<file path="config.mk">
export PLATFORM = sky130hd
export DESIGN_NAME = desc_list_encoder
export DESIGN_NICKNAME = d
export VERILOG_FILES = /design/src/rtl/desc_enc_pkg.sv /design/src/rtl/desc_enc_ctrl.sv /design/src/rtl/desc_enc_dpath.sv /design/src/rtl/desc_list_encoder.sv
export SDC_FILE = /design/constraint.sdc
export NUM_CORES = 1
export LEC_CHECK = 0
export BUFFER_PORTS_ARGS = -buffer_cell sky130_fd_sc_hd__buf_2
export CORE_MARGIN = 5
export CORE_UTILIZATION = 55
export CTS_CLUSTER_SIZE = 10
export DETAILED_ROUTE_END_ITERATION = 10
export MAX_ROUTING_LAYER = met4
export PLACE_DENSITY = 0.76
export SLEW_MARGIN = 20
export SYNTH_ARGS = -nofsm -noshare
export SYNTH_HDL_FRONTEND = slang
export SYNTH_SLANG_ARGS = --single-unit
</file>
<file path="constraint.sdc">
create_clock -name clk -period 6.8 [get_ports clk]
set_input_delay 1.02 -clock clk [delete_from_list [all_inputs] [get_ports clk]]
set_output_delay 1.02 -clock clk [all_outputs]
set_load 0.005 [all_outputs]
</file>
<file path="src/rtl/desc_enc_pkg.sv">
package desc_enc_pkg;
  localparam int DELTA_W = 8;
  localparam int PLEN_W  = 7;

  typedef struct packed {
    logic wrFlush;
    logic wrBase;
    logic wrPair;
    logic wrTerm;
    logic take;
    logic load;
    logic setErr;
    logic finish;
  } encStrobe_t;

  typedef struct packed {
    logic newBase;
    logic halfVal;
    logic progErr;
    logic errSticky;
    logic firstPend;
  } encStatus_t;
endpackage

</file>
<file path="src/rtl/desc_enc_ctrl.sv">
module desc_enc_ctrl
  import desc_enc_pkg::*;
(
  input  logic       inValid,
  input  logic       inEnd,
  input  encStatus_t stat,
  output encStrobe_t st
);
  always_comb begin
    st = '0;
    if (inValid) begin
      if (!inEnd) begin
        if (stat.errSticky || stat.progErr) begin
          // drop the entry, remember the fault
          st.take   = 1'b1;
          st.setErr = stat.progErr;
        end else if (stat.newBase && stat.halfVal) begin
          // flush first; the entry is seen again next cycle
          st.wrFlush = 1'b1;
        end else begin
          st.take   = 1'b1;
          st.load   = 1'b1;
          st.wrBase = stat.newBase;
          st.wrPair = !stat.newBase && stat.halfVal;
        end
      end else begin
        if (stat.firstPend || stat.errSticky) begin
          st.take   = 1'b1;
          st.finish = 1'b1;
        end else if (stat.halfVal) begin
          st.wrFlush = 1'b1;
        end else begin
          st.wrTerm = 1'b1;
          st.take   = 1'b1;
          st.finish = 1'b1;
        end
      end
    end
  end
endmodule

</file>
<file path="src/rtl/desc_enc_dpath.sv">
module desc_enc_dpath
  import desc_enc_pkg::*;
#(
  parameter int SRAM_WORDS = 64,
  parameter int OFF_W      = 16,
  parameter int LEN_W      = 8,
  parameter int CNT_W      = 16,
  localparam int ADDR_W    = $clog2(SRAM_WORDS),
  localparam int WOFF_W    = OFF_W - 2
) (
  input  logic              clk,
  input  logic              rstN,
  input  logic              capMode,
  input  logic              sinkSram,
  input  logic [31:0]       inBase,
  input  logic [OFF_W-1:0]  inOffset,
  input  logic [LEN_W-1:0]  inLen,
  input  encStrobe_t        st,
  output encStatus_t        stat,
  output logic              memWe,
  output logic [ADDR_W-1:0] memAddr,
  output logic [31:0]       memData,
  output logic              done,
  output logic              error,
  output logic              zeroReq,
  output logic [CNT_W-1:0]  listWords
);
  localparam logic [WOFF_W-1:0] DELTA_MAX = WOFF_W'((1 << DELTA_W) - 1);
  localparam logic [LEN_W-1:0]  LEN_MAX   = LEN_W'((1 << PLEN_W) - 1);
  localparam logic [CNT_W-1:0]  DEPTH     = CNT_W'(SRAM_WORDS);

  logic [27:0]        prevBase;
  logic [WOFF_W-1:0]  prevOff;
  logic [15:0]        halfPair;
  logic               halfVal, firstPend, errSticky;
  logic [CNT_W-1:0]   wordCnt, lenSum;

  logic [27:0]        baseW;
  logic [WOFF_W-1:0]  offW, refOff, delta;
  logic [15:0]        pairNew;
  logic               newBase, progErr, anyWr, overflow, finalErr;
  logic [CNT_W-1:0]   nextCnt, need;
  logic               unusedLowBits;

  assign unusedLowBits = ^{inBase[3:0], inOffset[1:0]};
  assign baseW   = inBase[31:4];
  assign offW    = inOffset[OFF_W-1:2];
  assign newBase = firstPend || (baseW != prevBase) || (offW < prevOff);
  assign refOff  = newBase ? '0 : prevOff;
  assign delta   = offW - refOff;
  assign progErr = (delta > DELTA_MAX) || (inLen > LEN_MAX);
  assign pairNew = {1'b0, inLen[PLEN_W-1:0], delta[DELTA_W-1:0]};

  assign stat = '{newBase: newBase, halfVal: halfVal, progErr: progErr,
                  errSticky: errSticky, firstPend: firstPend};

  always_comb begin
    if (st.wrFlush)     memData = {16'h0001, halfPair};
    else if (st.wrBase) memData = {1'b1, 3'b000, baseW};
    else if (st.wrPair) memData = {pairNew, halfPair};
    else                memData = 32'h0;
  end

  assign anyWr   = st.wrFlush | st.wrBase | st.wrPair | st.wrTerm;
  assign memWe   = anyWr && (wordCnt < DEPTH);
  assign memAddr = wordCnt[ADDR_W-1:0];

  assign nextCnt  = wordCnt + 1'b1;
  assign need     = (capMode && sinkSram) ? nextCnt + lenSum : nextCnt;
  assign overflow = need > DEPTH;
  assign finalErr = firstPend || errSticky || overflow;

  always_ff @(posedge clk) begin
    if (!rstN) begin
      prevBase  <= '0;
      prevOff   <= '0;
      halfPair  <= '0;
      halfVal   <= 1'b0;
      firstPend <= 1'b1;
      errSticky <= 1'b0;
      wordCnt   <= '0;
      lenSum    <= '0;
      done      <= 1'b0;
      error     <= 1'b0;
      zeroReq   <= 1'b0;
      listWords <= '0;
    end else begin
      done      <= st.finish;
      error     <= st.finish && finalErr;
      zeroReq   <= st.finish && finalErr;
      listWords <= (st.finish && !finalErr) ? nextCnt : '0;
      if (anyWr)      wordCnt   <= nextCnt;
      if (st.wrFlush) halfVal   <= 1'b0;
      if (st.setErr)  errSticky <= 1'b1;
      if (st.load) begin
        prevBase  <= baseW;
        prevOff   <= offW;
        firstPend <= 1'b0;
        lenSum    <= lenSum + CNT_W'(inLen);
        if (newBase || !halfVal) begin
          halfVal  <= 1'b1;
          halfPair <= pairNew;
        end else begin
          halfVal  <= 1'b0;
        end
      end
      if (st.finish) begin
        firstPend <= 1'b1;
        halfVal   <= 1'b0;
        errSticky <= 1'b0;
        wordCnt   <= '0;
        lenSum    <= '0;
      end
    end
  end


  base_fmt_chk: assert property (@(posedge clk) disable iff (!rstN)
    memWe && memData[31] |-> memData[30:28] == 3'b000);

  term_before_done_chk: assert property (@(posedge clk) disable iff (!rstN)
    done && !error |-> $past(memWe) && $past(memData) == 32'h0);

  err_zero_chk: assert property (@(posedge clk) disable iff (!rstN)
    error |-> zeroReq && done && listWords == '0);

  addr_seq_chk: assert property (@(posedge clk) disable iff (!rstN)
    memWe && !st.finish |=> !memWe || memAddr == $past(memAddr) + 1'b1);
endmodule

</file>
<file path="src/rtl/desc_list_encoder.sv">
module desc_list_encoder
  import desc_enc_pkg::*;
#(
  parameter int SRAM_WORDS = 64,
  parameter int OFF_W      = 16,
  parameter int LEN_W      = 8,
  parameter int CNT_W      = 16,
  localparam int ADDR_W    = $clog2(SRAM_WORDS)
) (
  input  logic              clk,
  input  logic              rstN,
  input  logic              capMode,
  input  logic              sinkSram,
  input  logic              inValid,
  output logic              inReady,
  input  logic              inEnd,
  input  logic [31:0]       inBase,
  input  logic [OFF_W-1:0]  inOffset,
  input  logic [LEN_W-1:0]  inLen,
  output logic              memWe,
  output logic [ADDR_W-1:0] memAddr,
  output logic [31:0]       memData,
  output logic              done,
  output logic              error,
  output logic              zeroReq,
  output logic [CNT_W-1:0]  listWords
);
  encStrobe_t st;
  encStatus_t stat;

  desc_enc_ctrl u_ctrl (
    .inValid(inValid), .inEnd(inEnd), .stat(stat), .st(st)
  );

  desc_enc_dpath #(
    .SRAM_WORDS(SRAM_WORDS), .OFF_W(OFF_W), .LEN_W(LEN_W), .CNT_W(CNT_W)
  ) u_dpath (
    .clk(clk), .rstN(rstN), .capMode(capMode), .sinkSram(sinkSram),
    .inBase(inBase), .inOffset(inOffset), .inLen(inLen), .st(st),
    .stat(stat), .memWe(memWe), .memAddr(memAddr), .memData(memData),
    .done(done), .error(error), .zeroReq(zeroReq), .listWords(listWords)
  );

  assign inReady = st.take;


  stall_flush_chk: assert property (@(posedge clk) disable iff (!rstN)
    inValid && !inReady |-> st.wrFlush && !done);
endmodule

</file>
==> results.cfg, run 1 <==
[routing]
viasPerCell = 5.62
remaining_drc_errors = 0
drtAntennaViolNets = 0
dr.first_iter.drc_count = 358
wl_per_cell_um = 15.4
dr.pass1.iters = 4
vias = 6413
wirelength_um = 17600

[worst_setup_path]
worst_setup_path_end_kind = primary output
path_depth = 23
crit_fanout = 28
critPathLaunchType = input pin
r2r_cells = 20
cp_slowest_cell = fa_1
crit_family = compound AO/OA/AOI/OAI gates
worstPathRequired_ns = 5.78
path_buf_inv = 6
cpPeakStageDelay_ns = 0.41
crit_chain = buf_2, ha_1, nand2_1, o21ai_0, a221oi_1, o41ai_1, buf_4, nor2b_1, and2_1, ha_1, inv_1, fa_1, a211oi_1, o21bai_1, o21ai_1, mux2i_1, nor4bb_2, nand3_1, buf_4, nor4_4, buf_12, a32o_1, buf_2
critPathArrivalTime_ns = 5.38
worst-setup-path-type = input pin to primary output

[synth]
synth_nets = 984
syn_area_per_cell_um2 = 8.62
ys_seq_elements = 110
yosysUniqueCellTypes = 65
ys_async_sr_fraction = 0
synthCells = 869
synth-edff-count = 0
synthFlopType = dfxtp_1
netlist_area_mm2 = 0.00749
yosysSeqAreaShare = 0.294
ys_warn_count = 0

[floorplan]
die-area_mm2 = 0.0161
io_pins = 121
coreArea_mm2 = 0.0133
die_y_um = 127
die_width_um = 127
std_cell_rows = 42
start_util = 0.564

[power]
p_leak_nw = 3.47
peakVddDrop_uv = 102
p_per_area_mw_per_mm2 = 156

[clock_tree]
cts_buffers = 9
clk_pin_slew_ns = 0.07
clk_latency_ns = 0.36
cts_tree = built
postCtsSetupRepairBufs = 0
cts_resized = 0
htree_num_levels = 3
postCtsHoldBufs = 0
cts_max_path_buffers = 2
clock-sinks = 110
clockRootBuffer = clkbuf_16

[grt]
grt_pass1_wl_um = 29000
grt_pass1_vias = 5888
antenna_found_initial = 0
overflow = 0
grtUsageTotal = 0.223
grt_max_degree = 62

[timing]
fin_crit_ns = 6.40
skew_ns = 0.0129
worst_slack_ns = 0.397
final_hold_viol_count = 0
worst_slew_pin_slew_ns = 1.06
finalCritPeriodShare = 0.942
fmax_mhz = 156
slew_headroom = 0.289
slew_viol_final = 0
setup-tns-final_ns = 0
rsz0062_at_grt = no
setup_violations = 0

[status]
status = completed

[worst_hold_path]
holdPathStages = 2
hp-class = register to register

[layout]
fillers = 1150
area_delta_synth_final_pct = 13.8
drive_above_1_share = 0.165
final_cell_area_mm2 = 0.00852
layout.nets = 1076
antenna_cells = 0

[placed_design]
pre_cts_slack_ns = 0.253
place.gp.congestion = 0.892
dp_hpwl_um = 13200
placed_area_mm2 = 0.00822
port-buffer-count = 114

[flow_run]
max_cap_viol_count = 0
## power breakdown
group          switching [mW]  total, mW  internal [mW]  leakage, nW
registers             0.00101      0.646          0.645        0.886
logic                  0.0732      0.130         0.0563         2.43
clock network           0.260      0.552          0.292        0.150
## per-layer routing
| metal | share of wire | global-route usage | wire [um] |
|---|---|---|---|
| met5 | 0 | - | 0 |
| met4 | 0.017 | 0.0656 | 294 |
| met3 | 0.044 | 0.0357 | 773 |
| met2 | 0.47 | 0.346 | 8210 |
| met1 | 0.47 | 0.301 | 8340 |
## cell families (layout without fill, tap and decap cells)
| logic type | count (synthesis) | in the layout | synth area share |
|---|---|---|---|
| buf+inv | 92 | 189 | 0.0538 |
| xor+xnor | 65 | 65 | 0.0788 |
| simple gates | 278 | 278 | 0.201 |
| flops | 110 | 110 | 0.294 |
| compound gates | 194 | 194 | 0.178 |
| fa+ha+maj | 53 | 53 | 0.0915 |
| mux | 77 | 77 | 0.103 |
## layout by cell type, fill, tap and decap left out, types with 10 or more instances in the layout
cell	n
buf_2	114
dfxtp_1	110
mux2i_1	75
nand2_1	64
nor2b_1	64
a21oi_1	50
ha_1	50
inv_1	45
o21ai_0	40
xnor2_1	37
nor2_1	36
xor2_1	26
a22o_1	26
nand2b_1	16
a21o_1	15
nand3_1	14
nand4_1	14
nor3_1	13
and2_1	11
buf_4	11
and3_1	10
## cell type report
| cell class | count | area, um2 | share of cell area |
|---|---|---|---|
| sequential | 110 | 2200 | 0.258 |
| tap | 176 | 220 | 0.0258 |
| inverter | 45 | 169 | 0.0198 |
| clock inverter | 6 | 72.6 | 0.00851 |
| multi-input combinational | 667 | 4920 | 0.577 |
| timing repair buffer | 128 | 713 | 0.0837 |
| clock buffer | 10 | 229 | 0.0269 |
## per-stage QoR
| step | hold slack, ns | cells | power, mW | utilization |
|---|---|---|---|---|
| global placement | 0.481 | 1126 | 0.787 | 0.618 |
| finish | 0.505 | 1142 | 1.33 | 0.641 |
| global route | 0.526 | 1142 | 1.38 | 0.641 |
| detailed placement | 0.488 | 1126 | 0.789 | 0.618 |
| CTS | 0.507 | 1142 | 1.34 | 0.641 |
| floorplan | 0.450 | 869 | 0.739 | - |
## cells in the mapped netlist, types with 4 or more instances
master | count | area (um2)
nand2b_1 | 16 | 100
nand3_1 | 14 | 70.1
xnor2_1 | 37 | 324
dfxtp_1 | 110 | 2200
ha_1 | 50 | 626
nor3_1 | 14 | 70.1
a21oi_1 | 51 | 255
clkbuf_1 | 22 | 82.6
nand4_1 | 14 | 87.6
nor3b_1 | 7 | 52.6
o21ai_0 | 42 | 210
a2111o_1 | 6 | 67.6
or4_1 | 6 | 45.0
a211o_1 | 5 | 43.8
xor2_1 | 26 | 228
a211oi_1 | 5 | 37.5
inv_1 | 45 | 169
nand2_1 | 64 | 240
nor4_1 | 6 | 37.5
a31oi_1 | 5 | 31.3
buf_2 | 16 | 80.1
mux2i_1 | 75 | 751
nor2b_1 | 64 | 400
o31ai_1 | 7 | 52.6
and2_1 | 11 | 68.8
and3_1 | 10 | 62.6
nor2_1 | 36 | 135
or3_1 | 4 | 25.0
buf_4 | 8 | 60.1
o21bai_1 | 5 | 37.5
a22o_1 | 26 | 228
a21o_1 | 15 | 113
## final timing paths
path	start	end	slack, ns
worst max-delay path	inOffset[4]	memData[5]	0.40
worst min-delay path	u_dpath.wordCnt[10]	u_dpath.wordCnt[10]	0.50
worst max register to register	u_dpath.prevOff[2]	u_dpath.lenSum[15]	1.73
worst min register to register	u_dpath.wordCnt[10]	u_dpath.wordCnt[10]	0.50
## worst min-delay path, stage by stage, from the launching register on
cell	delay, ns
dfxtp_1	0.34
nand2_1	0.06
o21ai_0	0.06
## flip-flops by register name, summed over array words and instances (netlist names), 14 cells and up
signal / count
u_dpath.halfPair: 15
u_dpath.lenSum: 16
u_dpath.listWords: 16
u_dpath.prevBase: 28
u_dpath.prevOff: 14
u_dpath.wordCnt: 16
(Power assumes the default switching activity.)
==> run 2, diff against run 1 <==
--- a/config.mk
+++ b/config.mk
@@ -6,6 +6,7 @@
 export NUM_CORES = 1
 export LEC_CHECK = 0
 export BUFFER_PORTS_ARGS = -buffer_cell sky130_fd_sc_hd__buf_2
+export CORE_ASPECT_RATIO = 1.4
 export CORE_MARGIN = 5
 export CORE_UTILIZATION = 55
 export CTS_CLUSTER_SIZE = 10
==> results.cfg, run 2 (synthesis gave the netlist of run 1 again) <==
[layout]
most-common-layout-cells = buf_2, dfxtp_1, mux2i_1
multi_input_area_mm2 = 0.00491
final_cell_area_mm2 = 0.00858
final_common_cell = buf_2
drive_above_1_share = 0.167
largest_reg_flops = 28
regMostFlops = u_dpath.prevBase
layout.nets = 1079
seqCellArea_mm2 = 0.00220
area_delta_synth_final_pct = 14.5
fillers = 1207
antenna_cells = 0

[grt]
grtUsageTotal = 0.234
antenna_found_initial = 0
grt_pass1_vias = 6143
grt_pass1_wl_um = 29700
overflow = 0
grt_max_degree = 62

[power]
p_seq_frac = 0.486
p_per_area_mw_per_mm2 = 155
p_sw_mw = 0.338
peakVddDrop_uv = 142
power_frac_comb = 0.097
p_leak_nw = 3.49
p_sw_frac = 0.254
pwr-share-clk = 0.417
power.internal_mw = 0.992

[clock_tree]
postCtsSetupRepairBufs = 0
cts_tree = built
cts_buffers = 9
clock-sinks = 110
clk_latency_ns = 0.36
clk_pin_slew_ns = 0.08
cts_max_path_buffers = 2
htree_num_levels = 3
clockRootBuffer = clkbuf_16

[routing]
wirelength_um = 18000
dr.first_iter.drc_count = 372
dr.pass1.iters = 5
drtAntennaViolNets = 0
viasPerCell = 5.58
vias = 6420
wl_per_cell_um = 15.6
remaining_drc_errors = 0

[worst_setup_path]
crit_family = compound AO/OA/AOI/OAI gates
crit_top_cell = o21ai_0
crit_chain = buf_2, ha_1, nand2_1, o21ai_0, a221oi_1, o41ai_1, buf_4, nor2b_1, and2_1, ha_1, inv_1, fa_1, a211oi_1, o21bai_1, o21ai_0, mux2i_1, nor4bb_2, nand3_1, o21ai_0, and2_1, buf_12, a22o_1, buf_2
worst_setup_path_end_kind = primary output
critPathArrivalTime_ns = 5.37
cpPeakStageDelay_ns = 0.39
path_buf_inv = 5
crit_fanout = 14
critPathLaunchType = input pin
worst-setup-path-type = input pin to primary output
worstPathRequired_ns = 5.78
cp_slowest_cell = fa_1

[timing]
fmax_mhz = 157
setup_violations = 0
skew_ns = 0.00577
finalCritPeriodShare = 0.939
fin_crit_ns = 6.39
worst_slew_pin_slew_ns = 1.00
rsz0062_at_grt = no
setup-tns-final_ns = 0
final_hold_viol_count = 0
slew_headroom = 0.326
slew_viol_final = 0

[floorplan]
coreArea_mm2 = 0.0134
die-area_mm2 = 0.0161
start_util = 0.560
io_pins = 121
std_cell_rows = 50
die_y_um = 148
die_width_um = 109

[worst_hold_path]
hp-class = register to register

[placed_design]
place.gp.congestion = 0.905
dp_hpwl_um = 13700
placed_area_mm2 = 0.00827
port-buffer-count = 114

[status]
status = completed

[flow_run]
max_cap_viol_count = 0
run 2: layout make-up:
cell class                 count  share of cell area
clock buffer                   9              0.0263
clock inverter                 7             0.00919
inverter                      45              0.0197
multi-input combinational    667               0.573
sequential                   110               0.257
tap                          182              0.0265
timing repair buffer         131              0.0887
run 2: stage by stage:
step / util / setup WS (ns) / total power, mW / cells / hold WS (ns)
after floorplan: - / 0.356 / 0.739 / 869 / 0.450
after global placement: 0.617 / 0.371 / 0.788 / 1135 / 0.479
after detailed placement: 0.617 / 0.382 / 0.790 / 1135 / 0.480
after CTS: 0.640 / 0.368 / 1.34 / 1151 / 0.496
after global routing: 0.641 / 0.00639 / 1.37 / 1151 / 0.530
final: 0.641 / 0.415 / 1.33 / 1151 / 0.496
run 2: power by group through the flow:
stage | clock network (mW) | registers, mW | logic (mW)
floorplan | 0 | 0.661 | 0.0780
global placement | 0 | 0.661 | 0.127
detailed placement | 0 | 0.661 | 0.129
CTS | 0.563 | 0.646 | 0.129
global route | 0.585 | 0.646 | 0.143
finish | 0.555 | 0.646 | 0.129
run 2: final timing paths:
check | start | end | slack (ns) | depth (start not counted)
worst min-delay path | u_dpath.firstPend | u_dpath.firstPend | 0.50 | 2
worst max-delay path | inOffset[3] | memData[0] | 0.41 | 23
worst max register to register | u_dpath.prevOff[2] | u_dpath.prevBase[3] | 1.60 | 24
worst min register to register | u_dpath.firstPend | u_dpath.firstPend | 0.50 | 2
run 2: what timing repair did:
action,in CTS,in global routing
gates resized for setup,0,1
endpoints found under the setup margin,0,21
hold buffers,0,0
run 2: routing by layer:
metal	routed length (um)	GRT usage
met5	0	-
met4	595	0.101
met3	845	0.0300
met1	7730	0.281
met2	8830	0.392
run 2: tightest hold or removal path, stage by stage, from the launching register on:
cell     delay, ns
dfxtp_1       0.35
nand2_1       0.07
nand2_1       0.04
==> run 3, diff against run 2 <==
--- a/config.mk
+++ b/config.mk
@@ -8,11 +8,11 @@
 export BUFFER_PORTS_ARGS = -buffer_cell sky130_fd_sc_hd__buf_2
 export CORE_ASPECT_RATIO = 1.4
 export CORE_MARGIN = 5
-export CORE_UTILIZATION = 55
+export CORE_UTILIZATION = 40
 export CTS_CLUSTER_SIZE = 10
 export DETAILED_ROUTE_END_ITERATION = 10
 export MAX_ROUTING_LAYER = met4
-export PLACE_DENSITY = 0.76
+export PLACE_DENSITY = 0.58
 export SLEW_MARGIN = 20
 export SYNTH_ARGS = -nofsm -noshare
 export SYNTH_HDL_FRONTEND = slang
==> results.cfg, run 3 (synthesis gave the netlist of run 1 again) <==
[placed_design]
place.gp.congestion = 0.842
dp_cells = 1204
placed_area_mm2 = 0.00838
port-buffer-count = 114
dp_hpwl_um = 14700

[routing]
remaining_drc_errors = 0
wirelength_um = 19200
vias = 6402
viasPerCell = 5.25
dr.pass1.iters = 4
drtAntennaViolNets = 0
wl_per_cell_um = 15.8
dr.first_iter.drc_count = 313

[worst_setup_path]
worst_setup_path_end_kind = primary output
worst-setup-path-type = input pin to primary output
critPathLaunchType = input pin
worstPathRequired_ns = 5.78
path_buf_inv = 6
cpPeakStageDelay_ns = 0.39
crit_chain = buf_2, ha_1, nand2_1, o21ai_1, a221oi_1, o41ai_1, buf_4, nor2b_1, and2_1, ha_1, inv_1, fa_1, a211oi_1, o21bai_1, o211ai_1, a21oi_1, o31ai_1, nand3_1, buf_4, nor4_4, buf_12, a22o_1, buf_2
crit_family = compound AO/OA/AOI/OAI gates
cp_slowest_cell = fa_1
crit_fanout = 28
critPathArrivalTime_ns = 5.34

[layout]
antenna_cells = 0
regMostFlops = u_dpath.prevBase
most-common-layout-cells = buf_2, dfxtp_1, mux2i_1
fillers = 1884
fin_cells = 1220
final_cell_area_mm2 = 0.00866
area_delta_synth_final_pct = 15.6
final_util = 0.468
largest_reg_flops = 28
final_common_cell = buf_2
drive_above_1_share = 0.174
layout.nets = 1086

[grt]
grt_pass1_vias = 6040
grtUsageTotal = 0.183
grt_pass1_wl_um = 31100
antenna_found_initial = 0
overflow = 0
grt_max_degree = 62

[power]
p_leak_nw = 3.50
peakVddDrop_uv = 116
p_per_area_mw_per_mm2 = 150

[clock_tree]
cts_max_path_buffers = 2
clock-sinks = 110
htree_num_levels = 3
postCtsHoldBufs = 0
clockRootBuffer = clkbuf_16
clk_pin_slew_ns = 0.07
clk_latency_ns = 0.37
cts_tree = built
cts_buffers = 9
postCtsSetupRepairBufs = 0

[worst_hold_path]
hp-class = register to register

[floorplan]
coreArea_mm2 = 0.0185
die-area_mm2 = 0.0216
start_util = 0.404
die_y_um = 172
io_pins = 121
std_cell_rows = 59
die_width_um = 126

[timing]
slew_headroom = 0.257
rsz0062_at_grt = no
holdWs_ns = 0.499
slew_viol_final = 0
final_hold_viol_count = 0
worst_slew_pin_slew_ns = 1.11
setup_violations = 0
fmax_mhz = 157
skew_ns = 0.00993
setup-tns-final_ns = 0
fin_crit_ns = 6.36
finalCritPeriodShare = 0.935

[flow_run]
max_cap_viol_count = 0

[status]
status = completed
## run 3: per-stage QoR
stage / total power, mW / worst slack, ns
floorplan: 0.739 / 0.356
global placement: 0.794 / 0.258
detailed placement: 0.794 / 0.285
CTS: 1.31 / 0.261
global route: 1.36 / 0.0766
finish: 1.30 / 0.440
## run 3: path summary, 6_finish.rpt
kind,start,to,slack (ns),cells past startpoint
max,inOffset[3],memData[14],0.44,23
max reg2reg,u_dpath.prevOff[2],u_dpath.lenSum[15],1.65,23
min reg2reg,u_dpath.lenSum[7],u_dpath.lenSum[7],0.50,2
min,u_dpath.lenSum[7],u_dpath.lenSum[7],0.50,2
## run 3: repair_timing
item | in CTS | in global routing
hold endpoints to repair | 0 | 0
resized for setup | 0 | 4
setup endpoints to repair | 0 | 30
## run 3: final cells by class
| cell class | instances | area, um2 | share of cell area |
|---|---|---|---|
| Clock inverter | 7 | 55.1 | 0.00635 |
| Multi-Input combinational cell | 667 | 4920 | 0.568 |
| Tap cell | 244 | 305 | 0.0352 |
| Clock buffer | 9 | 225 | 0.0260 |
| Timing Repair Buffer | 138 | 788 | 0.0910 |
| Sequential cell | 110 | 2200 | 0.254 |
| Inverter | 45 | 169 | 0.0195 |
## run 3: metal layers
layer / up-vias / share of wire / GRT usage / wire length (um)
li1: 3285 / - / - / -
met5: - / 0 / - / 0
met3: 24 / 0.044 / 0.0349 / 848
met1: 2964 / 0.44 / 0.218 / 8470
met2: 129 / 0.50 / 0.317 / 9550
met4: 0 / 0.018 / 0.0524 / 352
## run 3: tightest hold or removal path: stages, from the launching register on
cell,delay (ns)
dfxtp_1,0.34
nand2_1,0.06
a21oi_1,0.05
## run 3: power breakdown
part | total [mW] | leakage, nW | switching (mW) | internal (mW)
Sequential | 0.646 | 0.886 | 0.00106 | 0.645
Clock | 0.520 | 0.133 | 0.267 | 0.253
Combinational | 0.133 | 2.48 | 0.0754 | 0.0576
Total | 1.30 | 3.50 | 0.343 | 0.955
